<file path="src/rtl/rxdma_pkg.sv">
package rxdma_pkg;
  typedef enum logic [2:0] {
    S_IDLE, S_FETCH, S_STREAM, S_FLUSH, S_WBFLG, S_WBEND, S_WBCTX, S_EOL
  } rx_state_e;

  localparam int FLG_LAST_DESC = 0;
  localparam int FLG_IRQ_REQ   = 4;
  localparam int FLG_PKT_END   = 11;
  localparam int CTX_HALT      = 15;

  localparam int CAUSE_W    = 4;
  localparam int CAUSE_D0   = 0;
  localparam int CAUSE_D1   = 1;
  localparam int CAUSE_PKT  = 3;
endpackage

</file>
<file path="src/rtl/rxdma_pack.sv">
module rxdma_pack #(
  parameter int DW = 32
) (
  input  logic                    clk,
  input  logic                    rst_n,
  input  logic                    wr_i,
  input  logic [$clog2(DW/8)-1:0] lane_i,
  input  logic [7:0]              byte_i,
  input  logic                    clr_i,
  output logic [DW-1:0]           word_o,
  output logic [DW/8-1:0]         be_o
);
  localparam int LANES = DW / 8;
  localparam int LSB   = $clog2(LANES);

  for (genvar g = 0; g < LANES; g++) begin : g_lane
    logic       hit;
    logic [7:0] dat_q, dat_d;
    logic       en_q, en_d;

    assign hit = wr_i && (lane_i == LSB'(g));

    always_comb begin
      dat_d = dat_q;
      en_d  = en_q;
      if (clr_i) en_d = 1'b0;
      if (hit) begin
        dat_d = byte_i;
        en_d  = 1'b1;
      end
    end

    always_ff @(posedge clk or negedge rst_n) begin
      if (!rst_n) begin
        dat_q <= '0;
        en_q  <= 1'b0;
      end else begin
        dat_q <= dat_d;
        en_q  <= en_d;
      end
    end

    assign word_o[8*g +: 8] = dat_q;
    assign be_o[g]          = en_q;
  end
endmodule

</file>
<file path="src/rtl/rxdma_cause.sv">
module rxdma_cause
  import rxdma_pkg::*;
(
  input  logic               clk,
  input  logic               rst_n,
  input  logic [CAUSE_W-1:0] set_i,
  input  logic [CAUSE_W-1:0] ack_i,
  input  logic [CAUSE_W-1:0] mask_i,
  output logic [CAUSE_W-1:0] cause_o,
  output logic               irq_o
);
  logic [CAUSE_W-1:0] cause_q, cause_d;
  logic               irq_q, irq_d;

  always_comb begin
    cause_d = (cause_q & ~ack_i) | set_i;
    irq_d   = irq_q;
    if (cause_d != cause_q) irq_d = |(cause_d & mask_i);
  end

  always_ff @(posedge clk or negedge rst_n) begin
    if (!rst_n) begin
      cause_q <= '0;
      irq_q   <= 1'b0;
    end else begin
      cause_q <= cause_d;
      irq_q   <= irq_d;
    end
  end

  assign cause_o = cause_q;
  assign irq_o   = irq_q;
endmodule

</file>
<file path="src/rtl/rxdma_engine.sv">
module rxdma_engine
  import rxdma_pkg::*;
#(
  parameter int DW = 32
) (
  input  logic               clk,
  input  logic               rst_n,
  input  logic               start_i,
  input  logic [DW-1:0]      desc_i,
  input  logic [DW-1:0]      ctx_i,
  input  logic               s_valid_i,
  input  logic [7:0]         s_data_i,
  input  logic               s_last_i,
  output logic               s_ready_o,
  output logic               mem_req_o,
  output logic               mem_we_o,
  output logic [DW-1:0]      mem_addr_o,
  output logic [DW-1:0]      mem_wdata_o,
  output logic [DW/8-1:0]    mem_be_o,
  input  logic               mem_ack_i,
  input  logic [DW-1:0]      mem_rdata_i,
  input  logic [CAUSE_W-1:0] irq_mask_i,
  input  logic [CAUSE_W-1:0] cause_ack_i,
  output logic [CAUSE_W-1:0] cause_o,
  output logic               irq_o,
  output logic               eol_o
);
  localparam int LANES = DW / 8;
  localparam int LSB   = $clog2(LANES);

  rx_state_e     state_q, state_d;
  logic [DW-1:0] dptr_q, dptr_d, ctx_q, ctx_d, next_q, next_d;
  logic [DW-1:0] flags_q, flags_d, end_q, end_d, pos_q, pos_d, faddr_q, faddr_d;
  logic [1:0]    widx_q, widx_d;
  logic          eop_q, eop_d, closing_q, closing_d;

  logic [DW-1:0]      pos_inc;
  logic               accept, pack_clr;
  logic [DW-1:0]      pack_word;
  logic [LANES-1:0]   pack_be;
  logic [CAUSE_W-1:0] cause_set;

  assign s_ready_o = (state_q == S_STREAM);
  assign eol_o     = (state_q == S_EOL);
  assign accept    = s_valid_i && s_ready_o;
  assign pos_inc   = pos_q + DW'(1);

  always_comb begin
    state_d = state_q; dptr_d = dptr_q; ctx_d = ctx_q; next_d = next_q;
    flags_d = flags_q; end_d = end_q; pos_d = pos_q; faddr_d = faddr_q;
    widx_d = widx_q; eop_d = eop_q; closing_d = closing_q;
    mem_req_o = 1'b0; mem_we_o = 1'b0; mem_addr_o = '0; mem_wdata_o = '0;
    mem_be_o = '0; pack_clr = 1'b0; cause_set = '0;
    case (state_q)
      S_IDLE, S_EOL: begin
        if (start_i) begin
          dptr_d  = desc_i;
          ctx_d   = ctx_i;
          widx_d  = 2'd0;
          state_d = S_FETCH;
        end
      end
      S_FETCH: begin
        mem_req_o  = 1'b1;
        mem_addr_o = dptr_q + DW'({widx_q, {LSB{1'b0}}});
        if (mem_ack_i) begin
          case (widx_q)
            2'd0: next_d  = mem_rdata_i;
            2'd1: pos_d   = mem_rdata_i;
            2'd2: flags_d = mem_rdata_i;
            default: end_d = mem_rdata_i;
          endcase
          widx_d = widx_q + 2'd1;
          if (widx_q == 2'd3) begin
            eop_d   = 1'b0;
            state_d = (pos_q == mem_rdata_i) ? S_WBFLG : S_STREAM;
          end
        end
      end
      S_STREAM: begin
        if (s_valid_i) begin
          pos_d   = pos_inc;
          faddr_d = {pos_q[DW-1:LSB], {LSB{1'b0}}};
          if (s_last_i || (pos_inc == end_q)) begin
            closing_d = 1'b1;
            eop_d     = s_last_i;
            state_d   = S_FLUSH;
          end else if (pos_inc[LSB-1:0] == '0) begin
            closing_d = 1'b0;
            state_d   = S_FLUSH;
          end
        end
      end
      S_FLUSH: begin
        mem_req_o   = 1'b1;
        mem_we_o    = 1'b1;
        mem_addr_o  = faddr_q;
        mem_wdata_o = pack_word;
        mem_be_o    = pack_be;
        if (mem_ack_i) begin
          pack_clr = 1'b1;
          state_d  = closing_q ? S_WBFLG : S_STREAM;
        end
      end
      S_WBFLG: begin
        mem_req_o   = 1'b1;
        mem_we_o    = 1'b1;
        mem_addr_o  = dptr_q + DW'(2 * LANES);
        mem_wdata_o = flags_q;
        mem_wdata_o[FLG_PKT_END] = flags_q[FLG_PKT_END] | eop_q;
        mem_be_o    = '1;
        if (mem_ack_i) state_d = S_WBEND;
      end
      S_WBEND: begin
        mem_req_o   = 1'b1;
        mem_we_o    = 1'b1;
        mem_addr_o  = dptr_q + DW'(3 * LANES);
        mem_wdata_o = pos_q;
        mem_be_o    = '1;
        if (mem_ack_i) begin
          cause_set[CAUSE_D0]  = flags_q[FLG_IRQ_REQ];
          cause_set[CAUSE_D1]  = flags_q[FLG_IRQ_REQ];
          cause_set[CAUSE_PKT] = eop_q;
          if (flags_q[FLG_LAST_DESC]) begin
            state_d = S_WBCTX;
          end else begin
            dptr_d  = next_q;
            widx_d  = 2'd0;
            state_d = S_FETCH;
          end
        end
      end
      S_WBCTX: begin
        mem_req_o   = 1'b1;
        mem_we_o    = 1'b1;
        mem_addr_o  = ctx_q;
        mem_wdata_o = DW'(1) << CTX_HALT;
        mem_be_o    = LANES'(1) << (CTX_HALT / 8);
        if (mem_ack_i) state_d = S_EOL;
      end
      default: state_d = S_IDLE;
    endcase
  end

  always_ff @(posedge clk or negedge rst_n) begin
    if (!rst_n) begin
      state_q <= S_IDLE; dptr_q <= '0; ctx_q <= '0; next_q <= '0;
      flags_q <= '0; end_q <= '0; pos_q <= '0; faddr_q <= '0;
      widx_q <= '0; eop_q <= 1'b0; closing_q <= 1'b0;
    end else begin
      state_q <= state_d; dptr_q <= dptr_d; ctx_q <= ctx_d; next_q <= next_d;
      flags_q <= flags_d; end_q <= end_d; pos_q <= pos_d; faddr_q <= faddr_d;
      widx_q <= widx_d; eop_q <= eop_d; closing_q <= closing_d;
    end
  end

  rxdma_pack #(.DW(DW)) u_pack (
    .clk(clk), .rst_n(rst_n), .wr_i(accept), .lane_i(pos_q[LSB-1:0]),
    .byte_i(s_data_i), .clr_i(pack_clr), .word_o(pack_word), .be_o(pack_be)
  );

  rxdma_cause u_cause (
    .clk(clk), .rst_n(rst_n), .set_i(cause_set), .ack_i(cause_ack_i),
    .mask_i(irq_mask_i), .cause_o(cause_o), .irq_o(irq_o)
  );
endmodule

</file>
<file path="config.mk">
export PLATFORM = sky130hd
export DESIGN_NAME = rxdma_engine
export DESIGN_NICKNAME = d
export VERILOG_FILES = /design/src/rtl/rxdma_pkg.sv /design/src/rtl/rxdma_pack.sv /design/src/rtl/rxdma_cause.sv /design/src/rtl/rxdma_engine.sv
export SDC_FILE = /design/constraint.sdc
export NUM_CORES = 1
export LEC_CHECK = 0
export BUFFER_PORTS_ARGS = -buffer_cell sky130_fd_sc_hd__buf_2
export CAP_MARGIN = 20
export CORE_MARGIN = 8
export CORE_UTILIZATION = 30
export DETAILED_ROUTE_END_ITERATION = 10
export PLACE_DENSITY_LB_ADDON = 0.08
export SYNTH_ARGS = -nofsm -noshare
export SYNTH_HDL_FRONTEND = slang
export SYNTH_SLANG_ARGS = --single-unit
</file>
<file path="constraint.sdc">
create_clock -name clk -period 4.5 [get_ports clk]
set_input_delay 0.45 -clock clk [delete_from_list [all_inputs] [get_ports clk]]
set_output_delay 0.45 -clock clk [all_outputs]
set_load 0.05 [all_outputs]
</file>
==> impl_results.rst, run 1 <==
.. list-table::
   :header-rows: 1

   * - Metric
     - Value
   * - Status
     - complete, no violations
   * - Final setup slack of the worst path
     - 0.3026 ns
   * - Leakage component of the power
     - 8.169 nW
   * - Overall routing resource usage
     - 0.1918
   * - Post-synthesis mux area share
     - 0.1820
   * - Setup Crit Path Kind
     - register to output port
   * - Critical Path Sink Type
     - output port
   * - Average wire per standard cell
     - 24.14 um
   * - GP Congestion
     - 0.8780
   * - Clock root buffer
     - sky130_fd_sc_hd__clkbuf_16
   * - Yosys reg bits
     - 270
   * - Inst Count DP
     - 2320
   * - TNS Setup
     - 0 ns
   * - Ratio of total power to cell area
     - 793.0 nW/um^2
   * - H-tree levels
     - 2
   * - Count of distinct cell types in the synthesized netlist
     - 73
   * - CP arrival
     - 3.75 ns
   * - Average cell area after synthesis
     - 9.984 um^2
   * - I/O pin total
     - 195
   * - Hold WC Path Type
     - input port to register
   * - Synth Area in XOR/XNOR
     - 0.05746
   * - Starting density of the core
     - 0.3019
   * - Remaining antenna violation count
     - 0
   * - Maximum Capacitance Violations
     - 0
   * - Fillers
     - 5230
   * - Largest buffer count on any clock path
     - 3
   * - Worst vdd ir
     - 377.0 uV
   * - Die Y-Extent
     - 242.5 um
   * - Setup slack at placement
     - 0.5068 ns
   * - Die width
     - 242.5 um
   * - Number of enable-type register cells in the synthesized netlist
     - 0
   * - Mapped cell area
     - 15400 um^2
   * - Post-synthesis share of cell area spent on and, or, nand and nor gates
     - 0.1395
   * - Period Utilization, post-route
     - 0.9328
   * - Yosys synthesis warning count
     - 0
   * - Wire length reported by the detailed router
     - 57690 um
   * - Final Max Tran Viols
     - 0
   * - Required time of the critical path
     - 4.05 ns
   * - Maximum clock frequency
     - 238.2 MHz
   * - Number of detailed-routing iterations run before antenna repair
     - 5
   * - Wire length of the first global-routing pass
     - 86760 um
   * - TritonCTS buffer count
     - 36
   * - Async set or reset register ratio after synthesis
     - 1.000
   * - Final standard cell count with taps included and fillers excluded
     - 2390
   * - Layout cells sized above 1
     - 0.2840
   * - Synthesized-area fraction occupied by adder cells
     - 0.01105
   * - Synthesized netlist net count
     - 1673
   * - Cells after synthesis
     - 1542
   * - DR vias/cell
     - 5.320
   * - Transition time of the tightest slew-check pin
     - 1.127 ns
   * - Violation count after the first detailed-routing iteration
     - 868
   * - Seq/Total Area, Yosys
     - 0.4388
   * - Crit-path max FO
     - 11
   * - Nets@finish
     - 1813
   * - Min Tclk post-route
     - 4.197 ns
   * - Origin of the worst min-delay path
     - cause_ack_i[2]
   * - DRC Markers
     - 0
   * - Total die area
     - 58830 um^2
   * - Port Buffers
     - 194
   * - Multi-input gate area in the final layout
     - 8068 um^2
   * - Worst-Skew Late Latency
     - 0.56 ns
   * - Combined flip-flop and latch cell area
     - 6758 um^2
   * - Setup-violating endpoint count in the final report
     - 0
   * - Synth Area in Compound Gates
     - 0.1308
   * - Worst setup path start
     - state_q[1]
   * - Total congestion overflow
     - 0
   * - Main combinational cell family by area after synthesis
     - multiplexers
   * - Core Footprint
     - 50990 um^2
   * - Max-slew headroom at the worst pin
     - 0.2489
   * - Dpl hpwl
     - 42020 um
   * - Pin count of the biggest net entering global routing
     - 123
   * - Initial antenna violation count
     - 4
   * - Number of clock sinks
     - 270
   * - CTS tree
     - done
   * - Via count of the routed design
     - 12710
   * - Number of placement rows
     - 83
   * - Type of origin of the critical path
     - register
   * - Layout area overhead
     - 17.90%
   * - Worst-path clk slew
     - 0.06 ns
   * - Vias in the first global route
     - 12840
   * - Most frequently used flop master after synthesis
     - sky130_fd_sc_hd__dfrtp_1
   * - Clock skew
     - 0.02470 ns
   * - Total count of hold-check failures in the final report
     - 0
   * - Final design utilization
     - 0.3560
   * - Reg-to-Reg Start
     - state_q[0]
-- power breakdown --
part | leakage [nW] | internal, mW | switching (mW) | total [mW]
logic | 4.27 | 2.45 | 4.24 | 6.68
clock network | 0.552 | 1.62 | 1.15 | 2.77
registers | 3.35 | 3.55 | 1.39 | 4.94
total | 8.17 | 7.62 | 6.77 | 14.4
-- worst paths after layout --
kind,slack (ns),end,depth (start not counted)
max in group asynchronous,2.91,flags_q[18],3
min in group asynchronous,0.44,dptr_q[6],2
setup / recovery,0.30,mem_addr_o[20],15
hold / removal,0.09,u_cause.cause_o[2],2
hold reg to reg,0.48,dptr_q[1],2
setup reg to reg,1.00,end_q[10],8
-- cell families (layout without fill, tap and decap cells) --
group           count (synthesis)  count (layout)
xor+xnor                      101             101
mux                           256             256
other cells                     0               2
simple gates                  432             432
fa+ha+maj                      13              13
flops                         270             270
compound gates                326             326
buf+inv                       144             310
-- cells in the mapped netlist (all sizes together), types with 8 or more instances --
| cell type | number | area (um^2) |
|---|---|---|
| a31oi | 9 | 56.30 |
| and4 | 12 | 105.1 |
| nand2 | 187 | 704.4 |
| a21oi | 71 | 355.3 |
| nor4 | 10 | 105.1 |
| mux2i | 65 | 650.6 |
| ha | 12 | 150.1 |
| nor2b | 8 | 50.05 |
| inv | 22 | 82.58 |
| dfrtp | 270 | 6756 |
| a22oi | 18 | 135.1 |
| xnor2 | 64 | 560.5 |
| nor3 | 21 | 120.1 |
| nand4 | 34 | 255.2 |
| a222oi | 9 | 90.09 |
| and3 | 20 | 125.1 |
| xor2 | 37 | 324.1 |
| nand3 | 36 | 192.7 |
| clkbuf | 63 | 236.5 |
| nor2 | 73 | 274.0 |
| a221o | 11 | 110.1 |
| o22ai | 22 | 137.6 |
| and2 | 11 | 68.82 |
| o21ai | 132 | 660.6 |
| buf | 59 | 302.8 |
| mux2 | 191 | 2151 |
-- critical path, stage by stage, from the launching register on --
cell,delay [ns]
sky130_fd_sc_hd__dfrtp_1,0.37
sky130_fd_sc_hd__nor2b_1,0.23
sky130_fd_sc_hd__nand2_4,0.17
sky130_fd_sc_hd__nand2_1,0.11
sky130_fd_sc_hd__ha_1,0.16
sky130_fd_sc_hd__inv_1,0.05
sky130_fd_sc_hd__fa_1,0.40
sky130_fd_sc_hd__nand3b_1,0.18
sky130_fd_sc_hd__buf_4,0.18
sky130_fd_sc_hd__nor4_4,0.23
sky130_fd_sc_hd__nand3_1,0.22
sky130_fd_sc_hd__nor2_1,0.16
sky130_fd_sc_hd__xnor2_1,0.08
sky130_fd_sc_hd__a222oi_1,0.26
sky130_fd_sc_hd__o21ai_1,0.14
sky130_fd_sc_hd__buf_2,0.25
-- what timing repair did --
item                                    in CTS  in global routing
setup buffers                                0                  2
endpoints found under the setup margin       4                  6
gates resized for setup                      1                  1
endpoints found under the hold margin       50                  0
pin swaps                                    0                  1
hold buffers                                 1                  0
-- area by class of cell --
class	instances	area share
well taps	680	0.04687
repair buffers	224	0.07017
clock inverters	13	0.005928
diodes	2	0.0002757
multi-input cells	1128	0.4444
flip-flops and latches	270	0.3723
clock buffers	51	0.05549
inverters	22	0.004549
-- stage by stage --
| step | cell area (um^2) | hold WS [ns] | total power, mW |
|---|---|---|---|
| detailed placement | 16970 | 0.4157 | 11.68 |
| global route | 18150 | 0.06601 | 15.33 |
| CTS | 18110 | 0.05571 | 14.54 |
| finish | 18150 | 0.09280 | 14.39 |
| floorplan | 15400 | 0.1544 | 9.484 |
| global placement | 16970 | 0.4171 | 11.61 |
-- per-layer routing --
metal,global-route usage,vias up,routed length [um]
li1,-,5840,-
met1,0.2751,6413,27730
met2,0.2993,394,25940
met3,0.02833,67,2913
met4,0.04789,0,1106
met5,0,-,0
-- sequential cells by signal, indices dropped and copies added (netlist names), 30 cells and up --
signal	count
ctx_q	32
dptr_q	32
end_q	32
flags_q	32
next_q	32
pos_q	32
u_pack.g_lane.dat_q	32
faddr_q	30
-- cell usage in the layout, fill, tap and decap left out, types with 6 or more instances in the layout --
cell	instances
sky130_fd_sc_hd__dfrtp_1	269
sky130_fd_sc_hd__clkbuf_16	36
sky130_fd_sc_hd__mux2_1	9
sky130_fd_sc_hd__inv_1	21
sky130_fd_sc_hd__o21ai_0	122
sky130_fd_sc_hd__buf_2	192
sky130_fd_sc_hd__mux2_2	182
sky130_fd_sc_hd__buf_4	25
sky130_fd_sc_hd__nand2_1	185
sky130_fd_sc_hd__xor2_1	37
sky130_fd_sc_hd__a21oi_1	69
sky130_fd_sc_hd__a31oi_1	9
sky130_fd_sc_hd__nand4_1	30
sky130_fd_sc_hd__a221o_1	11
sky130_fd_sc_hd__clkinv_2	9
sky130_fd_sc_hd__and3_1	20
sky130_fd_sc_hd__nor3_1	18
sky130_fd_sc_hd__and2_1	11
sky130_fd_sc_hd__nand3_1	35
sky130_fd_sc_hd__a211oi_1	6
sky130_fd_sc_hd__and4_1	12
sky130_fd_sc_hd__mux2i_1	65
sky130_fd_sc_hd__clkbuf_1	10
sky130_fd_sc_hd__a22oi_1	18
sky130_fd_sc_hd__a222oi_1	9
sky130_fd_sc_hd__o21ai_1	9
sky130_fd_sc_hd__o22ai_1	22
sky130_fd_sc_hd__nor2b_1	8
sky130_fd_sc_hd__ha_1	12
sky130_fd_sc_hd__xnor2_1	64
sky130_fd_sc_hd__nand2b_1	7
sky130_fd_sc_hd__nor2_1	72
sky130_fd_sc_hd__nor4_1	6
No activity file was read; power rests on OpenSTA's default activity.
==> inputs of run 2 (changes only) <==
PLACE_DENSITY_LB_ADDON = default   (was 0.08)
TNS_END_PERCENT = 30   (was default)
==> run 2 against run 1 <==
Fmax about the same; sequential power about the same; utilization grew 0.20 points; sequential share of layout area is 0.21 points lower; final area rose by 0.56%; worst setup slack got worse by 0.0031 ns; register-to-register slack improved by 0.22 ns; critical path type unchanged.
==> impl_results.rst, run 2 (same netlist as run 1, synthesis figures left out) <==
.. list-table::
   :header-rows: 1

   * - Metric
     - Value
   * - Status
     - complete, no violations
   * - Transition time of the tightest slew-check pin
     - 1.030 ns
   * - Detailed-routed wire length on met2
     - 23630 um
   * - Cell family with most CP delay
     - simple AND/OR/NAND/NOR gates
   * - Required time of the critical path
     - 4.05 ns
   * - Leading cell types in the layout, fill and taps excluded
     - 269 x sky130_fd_sc_hd__dfrtp_1, 190 x sky130_fd_sc_hd__buf_2, 185 x sky130_fd_sc_hd__nand2_1, 182 x sky130_fd_sc_hd__mux2_2, 123 x sky130_fd_sc_hd__o21ai_0
   * - Length of routed wiring on met1
     - 24540 um
   * - Average wire per standard cell
     - 22.71 um
   * - Total die area
     - 58830 um^2
   * - Pin count of the biggest net entering global routing
     - 106
   * - DRC Markers
     - 0
   * - Ratio of total power to cell area
     - 796.2 nW/um^2
   * - Worst vdd ir
     - 363.8 uV
   * - Clock skew
     - 0.03328 ns
   * - Worst-path clk slew
     - 0.06 ns
   * - Standard cell area after detailed placement
     - 16970 um^2
   * - Number of stages on the worst setup path
     - 15
   * - Type of origin of the critical path
     - register
   * - CP arrival
     - 3.75 ns
   * - Die width
     - 242.5 um
   * - Reg-to-Reg Start
     - pos_q[0]
   * - Overall routing resource usage
     - 0.1795
   * - Clock root buffer
     - sky130_fd_sc_hd__clkbuf_16
   * - Chain of cells forming the critical path
     - nor2b_1 -> nand2_4 -> nand2_1 -> ha_1 -> inv_1 -> fa_1 -> nand3b_1 -> buf_4 -> nor4_4 -> nand3_1 -> nor2_1 -> xnor2_1 -> a222oi_1 -> o21ai_1 -> buf_2
   * - Wire length reported by the detailed router
     - 54160 um
   * - TNS Setup
     - 0 ns
   * - Smallest hold slack
     - 0.1063 ns
   * - Max-slew headroom at the worst pin
     - 0.3134
   * - Fillers
     - 5104
   * - Die Y-Extent
     - 242.5 um
   * - Worst Reg2Reg Path Length in Cells
     - 9
   * - Number of detailed-routing iterations run before antenna repair
     - 6
   * - Number of clock sinks
     - 270
   * - Slack of the worst reg-to-reg path
     - 1.22 ns
   * - Wire length of the first global-routing pass
     - 82410 um
   * - Buffers and inverters on the worst path
     - 3
   * - Crit-path max FO
     - 10
   * - TritonCTS buffer count
     - 35
   * - Setup-violating endpoint count in the final report
     - 0
   * - CP max stage cell
     - sky130_fd_sc_hd__fa_1
   * - Top Metal Used
     - met4
   * - Final Max Tran Viols
     - 0
   * - Initial antenna violation count
     - 1
   * - Met3 routed WL
     - 4728 um
   * - Total inserted antenna cells
     - 0
   * - Crit path to
     - mem_addr_o[20]
   * - Final standard cell count with taps included and fillers excluded
     - 2385
   * - Starting density of the core
     - 0.3019
   * - Maximum clock frequency
     - 238.1 MHz
   * - Vias in the first global route
     - 12840
   * - CTS tree
     - done
   * - Violation count after the first detailed-routing iteration
     - 1299
   * - Number of placement rows
     - 83
   * - H-tree levels
     - 2
   * - Commonest non-fill, non-tap cell in the layout
     - sky130_fd_sc_hd__dfrtp_1
   * - Layout area overhead
     - 18.56%
   * - Core Footprint
     - 50990 um^2
   * - Total count of hold-check failures in the final report
     - 0
   * - Worst R2R End
     - state_q[0]
   * - Worst setup path start
     - state_q[1]
   * - Leakage component of the power
     - 8.205 nW
   * - I/O pin total
     - 195
   * - Setup repair after global routing missed its margin
     - no
   * - Worst-Skew Late Latency
     - 0.56 ns
   * - Largest buffer count on any clock path
     - 3
   * - Maximum single-stage delay on the critical path
     - 0.41 ns
   * - Setup Crit Path Kind
     - register to output port
   * - Port Buffers
     - 194
   * - Nets@finish
     - 1809
   * - Min Tclk post-route
     - 4.201 ns
   * - Critical Path Sink Type
     - output port
   * - Inst Count DP
     - 2317
   * - Maximum Capacitance Violations
     - 0
   * - Via count of the routed design
     - 12850
   * - Layout cells sized above 1
     - 0.2856
   * - DR vias/cell
     - 5.387
   * - Dpl hpwl
     - 39430 um
   * - Layout Cell Area excl Fill
     - 18250 um^2
   * - Remaining antenna violation count
     - 0
   * - Hold WC Path Type
     - input port to register
   * - Period Utilization, post-route
     - 0.9334
   * - Total congestion overflow
     - 0
   * - GP Congestion
     - 0.9062
   * - Origin of the worst min-delay path
     - cause_ack_i[2]
-- run 2: changes by cell type in the layout (fill, tap and decap cells not counted), moves of 2 or more --
cell                        before  now
sky130_fd_sc_hd__clkbuf_1       10    5
sky130_fd_sc_hd__bufinv_16       1    3
sky130_fd_sc_hd__clkbuf_8        5   10
sky130_fd_sc_hd__buf_2         192  190
sky130_fd_sc_hd__diode_2         2    0
sky130_fd_sc_hd__buf_4          25   23
sky130_fd_sc_hd__clkinv_2        9    5
-- run 2: final cells by class --
cell class / count / area [um^2] / share of cell area
inverters: 22 / 82.58 / 0.004524
clock inverters: 14 / 193.9 / 0.01062
multi-input cells: 1128 / 8068 / 0.4420
flip-flops and latches: 270 / 6758 / 0.3702
well taps: 680 / 850.8 / 0.04661
clock buffers: 50 / 1032 / 0.05655
repair buffers: 221 / 1269 / 0.06950
-- run 2: timing repair --
action | 4_1_cts | 5_1_grt
setup buffers | 0 | 2
hold buffers | 1 | 0
pin swaps | 0 | 1
setup endpoints to repair | 5 | 7
gates resized for setup | 1 | 1
hold endpoints to repair | 43 | 0
-- run 2: metrics by stage --
step | power (mW) | setup WS [ns] | utilization
2_1_floorplan | 9.483 | -0.1298 | -
3_3_place_gp | 11.39 | 0.5197 | 0.3328
3_5_place_dp | 11.52 | 0.5178 | 0.3328
4_1_cts | 14.55 | 0.0002718 | 0.3572
5_1_grt | 15.37 | 0.03431 | 0.3580
6_report | 14.53 | 0.2995 | 0.3580
-- run 2: metal layers --
metal,vias to the layer above,GRT usage
met5,-,0
met4,0,0.04718
met3,98,0.03957
met2,599,0.2702
met1,6334,0.2567
li1,5816,-
-- run 2: how the worst min path moves through the flow --
stage / end / slack [ns] / depth (start not counted)
CTS: u_cause.cause_o[2] / 0.08 / 2
global route: u_cause.cause_o[2] / 0.10 / 2
floorplan: closing_q / 0.15 / 0
detailed placement: u_pack.g_lane[3].en_q / 0.47 / 2
finish: u_cause.cause_o[2] / 0.11 / 2
global placement: u_pack.g_lane[1].en_q / 0.47 / 2
-- run 2: power by group --
part,switching (mW),internal (mW),leakage [nW]
clock,1.16,1.79,0.599
sequential,1.39,3.55,3.35
combinational,4.18,2.46,4.25
total,6.73,7.80,8.20
==> inputs of run 3 (changes only) <==
clock period = 4 ns   (was 4.5 ns; I/O delays follow)
==> run 3 against run 2 <==
Critical path depth stayed put; clock power is 13% higher; register-to-register slack worse by 0.45 ns; wire length is 0.32% higher; cell count is 0.38% higher; non-clock buffer count is 12 higher; utilization is 0.33 points higher; die area stayed put; first-iteration DRC count is 5.2% higher; power is 14% higher; global-route usage is 0.13 points higher.
==> impl_results.rst, run 3 (same netlist as run 1, synthesis figures left out) <==
.. list-table::
   :header-rows: 1

   * - Metric
     - Value
   * - Core Footprint
     - 50990 um^2
   * - Tot Pwr
     - 16.51 mW
   * - Critical Path Sink Type
     - output port
   * - Initial antenna violation count
     - 3
   * - CTS tree
     - done
   * - I/O pin total
     - 195
   * - Transition time of the tightest slew-check pin
     - 1.085 ns
   * - Number of placement rows
     - 83
   * - Wire length of the first global-routing pass
     - 83100 um
   * - Overall routing resource usage
     - 0.1808
   * - GP Congestion
     - 0.9058
   * - Clock skew
     - 0.02259 ns
   * - Ratio of total power to cell area
     - 896.3 nW/um^2
   * - Final design utilization
     - 0.3612
   * - Number of clock sinks
     - 270
   * - Port Buffers
     - 194
   * - Slack of the worst reg-to-reg path
     - 0.77 ns
   * - Hold WC Path Type
     - input port to register
   * - CP arrival
     - 3.49 ns
   * - Starting density of the core
     - 0.3019
   * - Reg-to-Reg Start
     - pos_q[0]
   * - Pin count of the biggest net entering global routing
     - 113
   * - Commonest non-fill, non-tap cell in the layout
     - sky130_fd_sc_hd__dfrtp_1
   * - Wire length reported by the detailed router
     - 54330 um
   * - H-tree levels
     - 2
   * - Nets@finish
     - 1820
   * - Leading cell types in the layout, fill and taps excluded
     - 269 x sky130_fd_sc_hd__dfrtp_1, 184 x sky130_fd_sc_hd__nand2_1, 184 x sky130_fd_sc_hd__buf_2, 182 x sky130_fd_sc_hd__mux2_2, 120 x sky130_fd_sc_hd__o21ai_0
   * - Period Utilization, post-route
     - 0.9715
   * - Layout area overhead
     - 19.64%
   * - Worst Hold Path Cells
     - 2
   * - Layout Cell Area excl Fill
     - 18420 um^2
   * - Worst R2R End
     - state_q[0]
   * - Number of detailed-routing iterations run before antenna repair
     - 7
   * - Die Y-Extent
     - 242.5 um
   * - Clock root buffer
     - sky130_fd_sc_hd__clkbuf_16
   * - Worst Hold Path EP
     - u_cause.cause_o[2]
   * - Final Max Tran Viols
     - 0
   * - Dpl hpwl
     - 39960 um
   * - Total congestion overflow
     - 0
   * - Crit-path max FO
     - 4
   * - Via count of the routed design
     - 12950
   * - DR vias/cell
     - 5.410
   * - Worst Reg2Reg Path Length in Cells
     - 9
   * - Violation count after the first detailed-routing iteration
     - 1366
   * - Setup repair after global routing missed its margin
     - yes
   * - Worst-path clk slew
     - 0.06 ns
   * - Setup Crit Path Kind
     - register to output port
   * - Remaining antenna violation count
     - 0
   * - Type of origin of the critical path
     - register
   * - DRC Markers
     - 0
   * - TritonCTS buffer count
     - 34
   * - Die width
     - 242.5 um
   * - Worst setup path start
     - state_q[1]
   * - Vias in the first global route
     - 12940
   * - Status
     - complete, no violations
   * - Fillers
     - 5146
   * - Worst-Skew Late Latency
     - 0.54 ns
   * - Setup-violating endpoint count in the final report
     - 0
   * - Origin of the worst min-delay path
     - cause_ack_i[2]
   * - Standard cell area after detailed placement
     - 17030 um^2
   * - Min Tclk post-route
     - 3.886 ns
   * - Average wire per standard cell
     - 22.70 um
   * - Largest buffer count on any clock path
     - 3
   * - Maximum clock frequency
     - 257.3 MHz
   * - Worst vdd ir
     - 479.0 uV
   * - Total count of hold-check failures in the final report
     - 0
   * - Layout cells sized above 1
     - 0.2971
   * - Required time of the critical path
     - 3.60 ns
   * - Leakage component of the power
     - 8.257 nW
   * - Maximum Capacitance Violations
     - 0
   * - Total die area
     - 58830 um^2
   * - Max-slew headroom at the worst pin
     - 0.2764
## run 3: routing by layer
metal	global-route usage	wire [um]	up-vias
li1	-	-	5841
met1	0.2598	24890	6426
met2	0.2649	23310	598
met3	0.04817	4926	85
met4	0.04665	1195	2
met5	0	10	-
## run 3: layout make-up
class                           count  area [um^2]  area share
Multi-Input combinational cell   1128         8149      0.4424
Sequential cell                   270         6758      0.3669
Timing Repair Buffer              233         1376     0.07472
Clock buffer                       45        963.4     0.05230
Tap cell                          680        850.8     0.04619
Clock inverter                     15        237.7     0.01291
Inverter                           22        82.58    0.004483
Antenna cell                        1        2.502   0.0001359
## run 3: repair_timing
item / CTS / global route
resized for setup: 11 / 19
gates cloned: 0 / 0
pin swaps: 1 / 8
hold buffers: 1 / 0
endpoints found under the hold margin: 28 / 0
endpoints found under the setup margin: 8 / 19
buffers inserted: 2 / 3
## run 3: per-stage QoR
| step | TNS [ns] | std cells | setup slack (ns) | hold slack [ns] |
|---|---|---|---|---|
| after detailed placement | 0 | 2326 | 0.2502 | 0.4641 |
| after CTS | -0.009672 | 2389 | -0.009672 | 0.02336 |
| after floorplan | -2.111 | 1542 | -0.3456 | 0.1044 |
| final | 0 | 2394 | 0.1139 | 0.05936 |
| after global routing | -0.07526 | 2394 | -0.05828 | 0.04176 |
| after global placement | 0 | 2326 | 0.2608 | 0.4658 |
## run 3: worst max path at each step
stage	to
2_1_floorplan	mem_addr_o[31]
3_3_place_gp	mem_addr_o[20]
3_5_place_dp	mem_addr_o[20]
4_1_cts	mem_addr_o[20]
5_1_grt	mem_addr_o[20]
6_report	mem_addr_o[20]
## run 3: power breakdown
group / switching [mW] / total, mW / internal, mW
clock: 1.24 / 3.33 / 2.08
sequential: 1.50 / 5.50 / 3.99
combinational: 4.81 / 7.69 / 2.87
total: 7.56 / 16.5 / 8.95
## run 3: worst max-delay path, stage by stage, from the launching register on
cell and delay (ns):
sky130_fd_sc_hd__dfrtp_1 0.38, sky130_fd_sc_hd__nor2b_2 0.15, sky130_fd_sc_hd__nand2_2 0.09, sky130_fd_sc_hd__nand2_2 0.08
sky130_fd_sc_hd__ha_4 0.13, sky130_fd_sc_hd__inv_2 0.04, sky130_fd_sc_hd__fa_2 0.35, sky130_fd_sc_hd__nand3b_1 0.29
sky130_fd_sc_hd__nor4_4 0.31, sky130_fd_sc_hd__buf_6 0.18, sky130_fd_sc_hd__nand3_4 0.11, sky130_fd_sc_hd__nor2_4 0.13
sky130_fd_sc_hd__xnor2_1 0.07, sky130_fd_sc_hd__a222oi_1 0.25, sky130_fd_sc_hd__o21ai_1 0.16, sky130_fd_sc_hd__buf_6 0.20
